## src/rtl/div_pkg.sv

```systemverilog
`timescale 1ns/1ps
package div_pkg;
  typedef enum logic [1:0] {
    FORM_HALF   = 2'd0,
    FORM_SINGLE = 2'd1,
    FORM_DOUBLE = 2'd2
  } div_form_e;
endpackage

```

## src/rtl/div_prep.sv

```systemverilog
`timescale 1ns/1ps
// Operand conditioning: sign handling, magnitudes, alignment, step count.
module div_prep import div_pkg::*; #(
  parameter int W = 32
) (
  input  logic [1:0]              mode_i,
  input  logic                    sgn_i,
  input  logic [W-1:0]            lo_i,
  input  logic [W-1:0]            hi_i,
  input  logic [W-1:0]            dvs_i,
  output logic [2*W-1:0]          dvd_o,
  output logic [W-1:0]            dvs_mag_o,
  output logic [$clog2(2*W+1)-1:0] steps_o,
  output logic                    dvd_neg_o,
  output logic                    dvs_neg_o,
  output logic                    dvs_zero_o
);
  localparam int HW = W / 2;
  localparam int CW = $clog2(2*W+1);

  logic           is_half, is_double;
  logic [W-1:0]   dvs_ext;
  logic [2*W-1:0] dvd_ext, dvd_mag;

  always_comb begin
    is_half   = (mode_i == FORM_HALF);
    is_double = (mode_i == FORM_DOUBLE);

    if (is_half)
      dvs_ext = sgn_i ? {{HW{dvs_i[HW-1]}}, dvs_i[HW-1:0]} : {{HW{1'b0}}, dvs_i[HW-1:0]};
    else
      dvs_ext = dvs_i;
    dvs_neg_o  = sgn_i & dvs_ext[W-1];
    dvs_mag_o  = dvs_neg_o ? -dvs_ext : dvs_ext;
    dvs_zero_o = (dvs_ext == '0);

    dvd_ext   = is_double ? {hi_i, lo_i} : {{W{sgn_i & lo_i[W-1]}}, lo_i};
    dvd_neg_o = sgn_i & dvd_ext[2*W-1];
    dvd_mag   = dvd_neg_o ? -dvd_ext : dvd_ext;
    // single-register dividends start at the top so W steps suffice
    dvd_o     = is_double ? dvd_mag : {dvd_mag[W-1:0], {W{1'b0}}};
    steps_o   = is_double ? CW'(2*W) : CW'(W);
  end
endmodule

```

## src/rtl/div_core.sv

```systemverilog
`timescale 1ns/1ps
// Non-restoring magnitude divider, one quotient bit per cycle.
module div_core #(
  parameter int W = 32
) (
  input  logic                     clk_i,
  input  logic                     rst_ni,
  input  logic                     load_i,
  input  logic [2*W-1:0]           dvd_i,
  input  logic [W-1:0]             dvs_i,
  input  logic [$clog2(2*W+1)-1:0] steps_i,
  output logic                     busy_o,
  output logic                     fin_o,
  output logic [2*W-1:0]           quo_o,
  output logic [W-1:0]             rem_o
);
  localparam int CW = $clog2(2*W+1);

  logic [W+1:0]   r_q, r_nx, r_sh, d_ext;
  logic [2*W-1:0] q_q, q_nx;
  logic [W-1:0]   d_q;
  logic [CW-1:0]  cnt_q;
  logic           busy_q, fin_q;

  always_comb begin
    d_ext = {2'b00, d_q};
    r_sh  = {r_q[W:0], q_q[2*W-1]};
    r_nx  = r_q[W+1] ? (r_sh + d_ext) : (r_sh - d_ext);
    q_nx  = {q_q[2*W-2:0], ~r_nx[W+1]};
  end

  always_ff @(posedge clk_i or negedge rst_ni) begin
    if (!rst_ni) begin
      r_q    <= '0;
      q_q    <= '0;
      d_q    <= '0;
      cnt_q  <= '0;
      busy_q <= 1'b0;
      fin_q  <= 1'b0;
    end else if (load_i) begin
      r_q    <= '0;
      q_q    <= dvd_i;
      d_q    <= dvs_i;
      cnt_q  <= steps_i;
      busy_q <= 1'b1;
      fin_q  <= 1'b0;
    end else begin
      fin_q <= 1'b0;
      if (busy_q) begin
        r_q   <= r_nx;
        q_q   <= q_nx;
        cnt_q <= cnt_q - 1'b1;
        if (cnt_q == CW'(1)) begin
          busy_q <= 1'b0;
          fin_q  <= 1'b1;
        end
      end
    end
  end

  assign busy_o = busy_q;
  assign fin_o  = fin_q;
  assign quo_o  = q_q;
  // final correction of a negative partial remainder
  assign rem_o  = r_q[W+1] ? (r_q[W-1:0] + d_q) : r_q[W-1:0];

  a_r2_load_idle: assert property (@(posedge clk_i) disable iff (!rst_ni)
    load_i |-> !busy_q);
  a_r1_fin_after_busy: assert property (@(posedge clk_i) disable iff (!rst_ni)
    fin_q |-> $past(busy_q));
endmodule

```

## src/rtl/div_post.sv

```systemverilog
`timescale 1ns/1ps
// Result sign fix-up, overflow detection and N/Z derivation.
module div_post import div_pkg::*; #(
  parameter int W = 32
) (
  input  logic [1:0]     mode_i,
  input  logic           sgn_i,
  input  logic           qneg_i,
  input  logic           rneg_i,
  input  logic [2*W-1:0] qmag_i,
  input  logic [W-1:0]   rmag_i,
  output logic [W-1:0]   quot_o,
  output logic [W-1:0]   rem_o,
  output logic           ovf_o,
  output logic           neg_o,
  output logic           zero_o
);
  localparam int HW = W / 2;
  localparam logic [2*W-1:0] H_UMAX = {{(2*W-HW){1'b0}}, {HW{1'b1}}};
  localparam logic [2*W-1:0] H_SMAX = {{(2*W-HW+1){1'b0}}, {(HW-1){1'b1}}};
  localparam logic [2*W-1:0] F_UMAX = {{W{1'b0}}, {W{1'b1}}};
  localparam logic [2*W-1:0] F_SMAX = {{(W+1){1'b0}}, {(W-1){1'b1}}};

  logic           is_half, is_double;
  logic [2*W-1:0] lim;

  always_comb begin
    is_half   = (mode_i == FORM_HALF);
    is_double = (mode_i == FORM_DOUBLE);

    quot_o = qneg_i ? -qmag_i[W-1:0] : qmag_i[W-1:0];
    rem_o  = rneg_i ? -rmag_i : rmag_i;

    if (is_half)
      lim = sgn_i ? (qneg_i ? H_SMAX + 1'b1 : H_SMAX) : H_UMAX;
    else
      lim = sgn_i ? (qneg_i ? F_SMAX + 1'b1 : F_SMAX) : F_UMAX;
    ovf_o = (is_half || is_double) && (qmag_i > lim);

    if (is_half) begin
      neg_o  = quot_o[HW-1];
      zero_o = (quot_o[HW-1:0] == '0);
    end else begin
      neg_o  = quot_o[W-1];
      zero_o = (quot_o == '0);
    end
  end
endmodule

```

## src/rtl/div_unit.sv

```systemverilog
`timescale 1ns/1ps
module div_unit import div_pkg::*; #(
  parameter int W  = 32,
  parameter int IW = 3
) (
  input  logic          clk_i,
  input  logic          rst_ni,
  input  logic          start_i,
  input  logic [1:0]    mode_i,
  input  logic          signed_i,
  input  logic [W-1:0]  quo_val_i,
  input  logic [W-1:0]  rem_val_i,
  input  logic [W-1:0]  divisor_i,
  input  logic [IW-1:0] quo_idx_i,
  input  logic [IW-1:0] rem_idx_i,
  output logic          busy_o,
  output logic          done_o,
  output logic          trap_o,
  output logic          quo_we_o,
  output logic [IW-1:0] quo_waddr_o,
  output logic [W-1:0]  quo_wdata_o,
  output logic          rem_we_o,
  output logic [IW-1:0] rem_waddr_o,
  output logic [W-1:0]  rem_wdata_o,
  output logic          flag_n_o,
  output logic          flag_z_o,
  output logic          flag_v_o,
  output logic          flag_c_o
);
  localparam int HW = W / 2;
  localparam int CW = $clog2(2*W+1);

  logic [2*W-1:0] p_dvd;
  logic [W-1:0]   p_dvs;
  logic [CW-1:0]  p_steps;
  logic           p_dvd_neg, p_dvs_neg, p_zero;

  logic           c_busy, c_fin;
  logic [2*W-1:0] c_quo;
  logic [W-1:0]   c_rem;

  logic [W-1:0]   r_quot, r_rem;
  logic           r_ovf, r_neg, r_zero;

  logic [1:0]     mode_q;
  logic           sgn_q, qneg_q, rneg_q, busy_q, done_q, trap_q;
  logic [IW-1:0]  qidx_q, ridx_q;
  logic           qwe_q, rwe_q;
  logic [IW-1:0]  qaddr_q, raddr_q;
  logic [W-1:0]   qdata_q, rdata_q;
  logic           n_q, z_q, v_q, c_q;
  logic           accept, load;

  assign accept = start_i && !busy_q;
  assign load   = accept && !p_zero;

  div_prep #(.W(W)) u_prep (
    .mode_i     (mode_i),
    .sgn_i      (signed_i),
    .lo_i       (quo_val_i),
    .hi_i       (rem_val_i),
    .dvs_i      (divisor_i),
    .dvd_o      (p_dvd),
    .dvs_mag_o  (p_dvs),
    .steps_o    (p_steps),
    .dvd_neg_o  (p_dvd_neg),
    .dvs_neg_o  (p_dvs_neg),
    .dvs_zero_o (p_zero)
  );

  div_core #(.W(W)) u_core (
    .clk_i   (clk_i),
    .rst_ni  (rst_ni),
    .load_i  (load),
    .dvd_i   (p_dvd),
    .dvs_i   (p_dvs),
    .steps_i (p_steps),
    .busy_o  (c_busy),
    .fin_o   (c_fin),
    .quo_o   (c_quo),
    .rem_o   (c_rem)
  );

  div_post #(.W(W)) u_post (
    .mode_i (mode_q),
    .sgn_i  (sgn_q),
    .qneg_i (qneg_q),
    .rneg_i (rneg_q),
    .qmag_i (c_quo),
    .rmag_i (c_rem),
    .quot_o (r_quot),
    .rem_o  (r_rem),
    .ovf_o  (r_ovf),
    .neg_o  (r_neg),
    .zero_o (r_zero)
  );

  always_ff @(posedge clk_i or negedge rst_ni) begin
    if (!rst_ni) begin
      mode_q  <= '0;
      sgn_q   <= 1'b0;
      qneg_q  <= 1'b0;
      rneg_q  <= 1'b0;
      qidx_q  <= '0;
      ridx_q  <= '0;
      busy_q  <= 1'b0;
      done_q  <= 1'b0;
      trap_q  <= 1'b0;
      qwe_q   <= 1'b0;
      rwe_q   <= 1'b0;
      qaddr_q <= '0;
      raddr_q <= '0;
      qdata_q <= '0;
      rdata_q <= '0;
      n_q     <= 1'b0;
      z_q     <= 1'b0;
      v_q     <= 1'b0;
      c_q     <= 1'b0;
    end else begin
      done_q <= 1'b0;
      trap_q <= 1'b0;
      qwe_q  <= 1'b0;
      rwe_q  <= 1'b0;
      if (accept) begin
        mode_q <= mode_i;
        sgn_q  <= signed_i;
        qneg_q <= p_dvd_neg ^ p_dvs_neg;
        rneg_q <= p_dvd_neg;
        qidx_q <= quo_idx_i;
        ridx_q <= rem_idx_i;
        if (p_zero) begin
          trap_q <= 1'b1;
          done_q <= 1'b1;
        end else begin
          busy_q <= 1'b1;
        end
      end
      if (c_fin) begin
        busy_q <= 1'b0;
        done_q <= 1'b1;
        c_q    <= 1'b0;
        if (r_ovf) begin
          v_q <= 1'b1;
          z_q <= 1'b0;
        end else begin
          v_q     <= 1'b0;
          n_q     <= r_neg;
          z_q     <= r_zero;
          qwe_q   <= 1'b1;
          qaddr_q <= qidx_q;
          qdata_q <= (mode_q == FORM_HALF) ? {r_rem[HW-1:0], r_quot[HW-1:0]} : r_quot;
          // equal indices: the quotient write wins
          rwe_q   <= (mode_q != FORM_HALF) && (ridx_q != qidx_q);
          raddr_q <= ridx_q;
          rdata_q <= r_rem;
        end
      end
    end
  end

  assign busy_o      = busy_q;
  assign done_o      = done_q;
  assign trap_o      = trap_q;
  assign quo_we_o    = qwe_q;
  assign quo_waddr_o = qaddr_q;
  assign quo_wdata_o = qdata_q;
  assign rem_we_o    = rwe_q;
  assign rem_waddr_o = raddr_q;
  assign rem_wdata_o = rdata_q;
  assign flag_n_o    = n_q;
  assign flag_z_o    = z_q;
  assign flag_v_o    = v_q;
  assign flag_c_o    = c_q;

  a_r3_trap_no_write: assert property (@(posedge clk_i) disable iff (!rst_ni)
    trap_o |-> !quo_we_o && !rem_we_o);
  a_r3_trap_flags_hold: assert property (@(posedge clk_i) disable iff (!rst_ni)
    trap_o |-> $stable({flag_n_o, flag_z_o, flag_v_o, flag_c_o}));
  a_r7_ovf_no_write: assert property (@(posedge clk_i) disable iff (!rst_ni)
    (done_o && !trap_o && flag_v_o) |-> !quo_we_o && !rem_we_o && !flag_z_o);
  a_r7_ovf_n_keep: assert property (@(posedge clk_i) disable iff (!rst_ni)
    (done_o && !trap_o && flag_v_o) |-> $stable(flag_n_o));
  a_r9_quo_wins: assert property (@(posedge clk_i) disable iff (!rst_ni)
    rem_we_o |-> quo_we_o && (rem_waddr_o != quo_waddr_o));
  a_r5_half_single_write: assert property (@(posedge clk_i) disable iff (!rst_ni)
    rem_we_o |-> (mode_q != FORM_HALF));
  a_r1_busy_done_excl: assert property (@(posedge clk_i) disable iff (!rst_ni)
    done_o |-> !busy_o && !c_busy);
endmodule

```

## config.mk

```make
export PLATFORM = sky130hd
export DESIGN_NAME = div_unit
export DESIGN_NICKNAME = d
export VERILOG_FILES = /design/src/rtl/div_pkg.sv /design/src/rtl/div_prep.sv /design/src/rtl/div_core.sv /design/src/rtl/div_post.sv /design/src/rtl/div_unit.sv
export SDC_FILE = /design/constraint.sdc
export NUM_CORES = 1
export LEC_CHECK = 0
export BUFFER_PORTS_ARGS = -buffer_cell sky130_fd_sc_hd__buf_2
export CAP_MARGIN = 20
export CORE_MARGIN = 2
export CORE_UTILIZATION = 38
export DETAILED_ROUTE_END_ITERATION = 10
export PLACE_DENSITY = 0.61
export SLEW_MARGIN = 25
export SYNTH_ARGS = -nofsm -noshare
export SYNTH_HDL_FRONTEND = slang
export SYNTH_SLANG_ARGS = --single-unit
export TNS_END_PERCENT = 20
```

## constraint.sdc

```tcl
create_clock -name clk_i -period 8.13 [get_ports clk_i]
set_input_delay 1.626 -clock clk_i [delete_from_list [all_inputs] [get_ports clk_i]]
set_output_delay 1.626 -clock clk_i [all_outputs]
set_load 0.005 [all_outputs]
```

Word level (Yosys, flattened, before mapping) --
Index checks and enable logic that the tools add are counted. Widths: inputs -> output; s select.
Word-level totals: flip-flop bits (word level) 228, bits of input ports 108, logic and storage cells 104
Operators by class: add/subtract/negate cells 8, $lt $le $gt $ge 1, equality and inequality tests 5, mux-type cells 43, bitwise logic cells 6, reduce and logical (&&, ||, !) cells 17
Operator list (count):
- $mux 64 | 8
- $mux 32 | 8
- $mux 34 | 3
- $neg 32->32 | 3
- $gt 64x64->1 | 1
- $logic_not 32->1 | 2
- $neg 64->64 | 1
- $add 34x32->34 | 1
- $sub 34x32->34 | 1
- $add 32x32->32 | 1
- $mux 7 | 3
- $mux 1 | 20
- $logic_not 16->1 | 1
- $mux 16 | 1
- $eq 7x1->1 const B | 1
- $sub 7x1->7 const B | 1
- $reduce_bool 2->1 | 3
- $eq 2x2->1 const B | 2
- $logic_and 1x1->1 | 4
- $logic_not 2->1 | 2
- $reduce_and 2->1 | 2
- $and 1x1->1 | 3
- $ne 3x3->1 | 1
- $logic_not 1->1 | 2
- other kinds (4) | 5

Depth between registers and ports, before layout --
depth after elaboration 7, depth in mapped cells 20, mapped depth without buffers 17

Hierarchy --
Synthesis repeated with hierarchy kept, for this count alone.
Second synthesis, totals: cell total of the unflattened synthesis 2253, area, all modules 19620.1 µm²
Modules (own cells, without submodules):
- div_core | times used 1, cells an instance 1127, area each 10108.4 µm²
- div_unit | times used 1, cells an instance 236, area each 3732.3 µm²
- div_prep | times used 1, cells an instance 565, area each 3509.6 µm²
- div_post | times used 1, cells an instance 325, area each 2269.7 µm²

Worst setup path before layout --
Ideal clock, no wire load.
path kind register to register, from reg u_core.r_q[33], to reg u_core.r_q[33], library setup time 65 ps, arrival time 4727 ps, required time 8065 ps, setup slack 3337 ps, stages on the path, launching flop included 21, clock period less this slack 4793 ps, cells stage by stage dfrtp_1 -> buf_2 -> buf_1 -> clkbuf_1 -> buf_1 -> clkbuf_1 -> buf_1 -> a21oi_1 -> xor2_1 -> ha_1 -> clkbuf_1 -> a21o_1 -> a21o_1 -> a21oi_1 -> o21ai_0 -> o21ai_0 -> o31ai_1 -> a31o_2 -> o41ai_1 -> mux2i_1 -> o211a_1
Between the ends: word-level cells in the longest chain between the ends 3
Ends and longest elaborated chain:
- start, declared | RTL line div_core.sv:19 | logic [W+1:0] r_q, r_nx, r_sh, d_ext;
- start signal, assigned | RTL line div_core.sv:50 | r_q <= r_nx;
- $mux 34 | RTL line div_core.sv:28 | r_nx = r_q[W+1] ? (r_sh + d_ext) : (r_sh - d_ext);
- $mux 34 | RTL line div_core.sv:49 | if (busy_q) begin
- $mux 34 | RTL line div_core.sv:40 | end else if (load_i) begin
No other way between the ends. The select of a mux whose other input is x is not followed. A chain may end at the register's enable or synchronous reset.

Final worst setup path --
from reg u_core.d_q[6], to reg u_core.r_q[33]
Between the ends: word-level cells in the longest chain between the ends 4, elaborated cells between the ends (all ways) 5, those cells by class 2 x add/sub; 3 x mux
Ends and longest elaborated chain:
- start, declared | RTL line div_core.sv:21 | logic [W-1:0] d_q;
- start signal, assigned | RTL line div_core.sv:43 | d_q <= dvs_i;
- $sub 34x32->34 / $add 34x32->34 (equally long branches) | RTL line div_core.sv:28
- $mux 34 (*) | RTL line div_core.sv:28
- $mux 34 (*) | RTL line div_core.sv:49
- $mux 34 (*) | RTL line div_core.sv:40
Mark *: on every way between the ends. The rest lies on a longest branch, timed or not. The select of a mux whose other input is x is not followed.

==> impl_results.md <==
* Status: finished clean
* Average wire per standard cell at 19.0 um
* DP Area at roughly 0.021 mm2
* Hold WS at 0.472 ns
* Worst path max stage delay at 0.56 ns
* Via count at ~18,000
* Post-Place Cells at 3,077
* CTS buffer count at 28
* Syn-to-layout area delta at 11.8%
* Final Wtd Congestion at 0.955
* Routed WL at about 60 mm
* # nets final at 2,650
* CTS HTree Levels at 1
* Fin crit share at 0.634
* Vias/cell at 5.71
* Final setup viols at 0
* Worst-path clk slew at 0.06 ns
* Crit-path max FO at 7
* Library cells used by synthesis at 101
* CTS Sinks at 228
* Hold Violations, Final at 0
* Max_slew headroom at 0.366
* # DRC at 0
* Top FF cell, synth: dfrtp_1
* Die Y at 229 um
* DR pass1 iterations at 8
* Maxcap violations at 0
* Lkg Pwr at 9.96 nW
* Crit end category: flip-flop
* CTS tree: done
* Initial Utilization at 0.385
* GRT Total Usage at 0.220
* Data required time of the critical path at roughly 8.7 ns
* Hold-fix buffers, CTS at 0
* Final Slew Violations at 0
* Mapped Cells at roughly 2,300
* Share of layout cells above drive strength 1 at 0.141
* Core area at around 0.050 mm2
* Arrival time worst endpoint at between 5 and 6 ns
* Initial antenna violation count at 1
* Crit path cell chain: or4_1 > or3_1 > nor3_1 > a21oi_1 > xor2_1 > ha_1 > a21o_1 > a21o_1 > a21oi_1 > o21ai_0 > o21ai_0 > o31ai_1 > a31o_2 > o41ai_1 > mux2i_1 > o211a_1
* Worst-Margin Slew at 0.925 ns
* Maximum clock frequency at 194 MHz
* Syn_area_per_cell at 8.25 um2
* RSZ-0062 raised after global routing: no
* Cell row count at 82
* Post-CTS Setup Repair Bufs at 0
* Setup tns final at 0 ns
* Gr ovfl total at 0
* Synthesized flop and latch total at 228
* Clock Latency Late Sink at between 0.5 and 0.6 ns
* Max IR drop VDD at 224 uV
* First-pass GRT wire length at approximately 94 mm
* Clock Skews at 0.0187 ns
* Post_cts resized at 0
* CP max-delay cell: nor3_1
* Clock Path Buffers at 3
* Post-synth ARST share at 1.00
* Pwr per Cell Area at 492 mW/mm2
* Buffers on Ports at between 150 and 200
* Crit Path Category: reg2reg
* Vias in the first global route at roughly 17,000
* Ys Warns at 0
* Startpoint types: flip-flop
* Register area share after synthesis at 0.296
* Final Critical Period at 5.15 ns
* Mapped Area at 0.0193 mm2
* DRT antenna net count at 0
* Die area at 0.0526 mm2
* Post-route core utilization at 0.430
* Boundary pin count at ~190
* DP Wirelength at 45.8 mm
* Largest net degree at the start of global routing at about 130
* Die Wd at 229 um
* Design area at 0.0216 mm2
* Min-Delay Path Class: reg2reg
* Mapped Nets at 2,555
* Root Driver: clkbuf_16
* Finished Layout Cells at 3,130
* Starting DRT DRC Count at 1,491
* Post-synth EDFFs at 0
==> synth_stat cells, drive strengths merged, types with 44 or more instances <==
master	count	area, um2
dfrtp	228	5710
o21ai	228	1140
nand3	57	290
nand2	244	916
xor2	107	937
mux2i	92	921
clkbuf	96	368
or3	49	314
nor3	56	302
nor4	47	334
a21o	57	428
xnor2	103	902
nor2	213	810
a21oi	151	759
inv	44	165
ha	104	1300
==> cell usage in the layout (no fill, tap or decap), drive strengths merged, types with 92 or more instances in the layout <==
| cell | instances |
|---|---|
| nor2 | 213 |
| a21oi | 151 |
| buf | 202 |
| nand2 | 244 |
| dfrtp | 228 |
| xor2 | 107 |
| ha | 104 |
| o21ai | 228 |
| mux2i | 92 |
| xnor2 | 103 |
==> path summary, 6_finish.rpt <==
kind | startpoint | end | slack (ns) | depth (start not counted)
worst max-delay path | u_core.d_q[6]$_DFFE_PN0P_ | u_core.r_q[33]$_DFFE_PN0P_ | 2.98 | 16
worst min-delay path | rem_wdata_o[12]$_DFFE_PN0P_ | rem_wdata_o[12]$_DFFE_PN0P_ | 0.47 | 2
worst max register to register | u_core.d_q[6]$_DFFE_PN0P_ | u_core.r_q[33]$_DFFE_PN0P_ | 2.98 | 16
worst min register to register | rem_wdata_o[12]$_DFFE_PN0P_ | rem_wdata_o[12]$_DFFE_PN0P_ | 0.47 | 2
max in group asynchronous | rst_ni | u_core.busy_o$_DFF_PN0_ | 5.71 | 2
min in group asynchronous | rst_ni | u_core.d_q[10]$_DFFE_PN0P_ | 1.10 | 1
==> state kept, by name, indices dropped and copies added (netlist names), 2 cells and up <==
signal / flops
rem_wdata_o: 32
quo_wdata_o: 32
u_core.r_q: 34
rem_waddr_o: 3
u_core.d_q: 32
qidx_q: 3
ridx_q: 3
mode_q: 2
u_core.cnt_q: 7
u_core.quo_o: 64
quo_waddr_o: 3
==> layer usage <==
metal | routed length (um) | track usage
met1 | 29900 | 0.339
met5 | 10 | 0
met3 | 3260 | 0.0271
met4 | 1240 | 0.0536
met2 | 25100 | 0.324
==> power by group <==
group,switching (W),internal (W),total [W],leakage [nW]
registers,0.000769,0.00167,0.00244,2.91
logic,0.00405,0.00287,0.00692,6.59
clock network,0.000525,0.000747,0.00127,0.459
==> cell type report <==
type	count	area (um2)
Fill cell	4980	28600
Multi-Input combinational cell	1931	12800
Sequential cell	228	5710
Timing Repair Buffer	202	1080
Tap cell	672	841
Clock buffer	37	785
Inverter	45	169
Clock inverter	14	164
Antenna cell	1	2.50
==> worst max-delay path, delay by kind of cell, from the launching register on <==
| kind | cells | cell delay [ns] |
|---|---|---|
| AO/OA/AOI/OAI | 10 | 2.30 |
| XOR/XNOR | 1 | 0.18 |
| multiplexers | 1 | 0.29 |
| flip-flops | 1 | 0.45 |
| adder cells (fa/ha/maj) | 1 | 0.38 |
| AND/OR/NAND/NOR | 3 | 1.51 |
==> cell families after synthesis <==
logic type,Yosys count,synth area share
AO/OA/AOI/OAI,660,0.218
XOR/XNOR,210,0.0953
adder cells (fa/ha/maj),106,0.0695
buffers and inverters,182,0.0412
flip-flops,228,0.296
multiplexers,125,0.0669
other,1,0.000194
AND/OR/NAND/NOR,829,0.214
==> metrics by stage <==
step / setup slack (ns) / power [W]
6_report: 2.98 / 0.0106
5_1_grt: 2.58 / 0.0116
3_3_place_gp: 2.95 / 0.00911
4_1_cts: 3.04 / 0.0106
2_1_floorplan: 3.34 / 0.00747
3_5_place_dp: 2.77 / 0.00929
(Power assumes the default switching activity.)
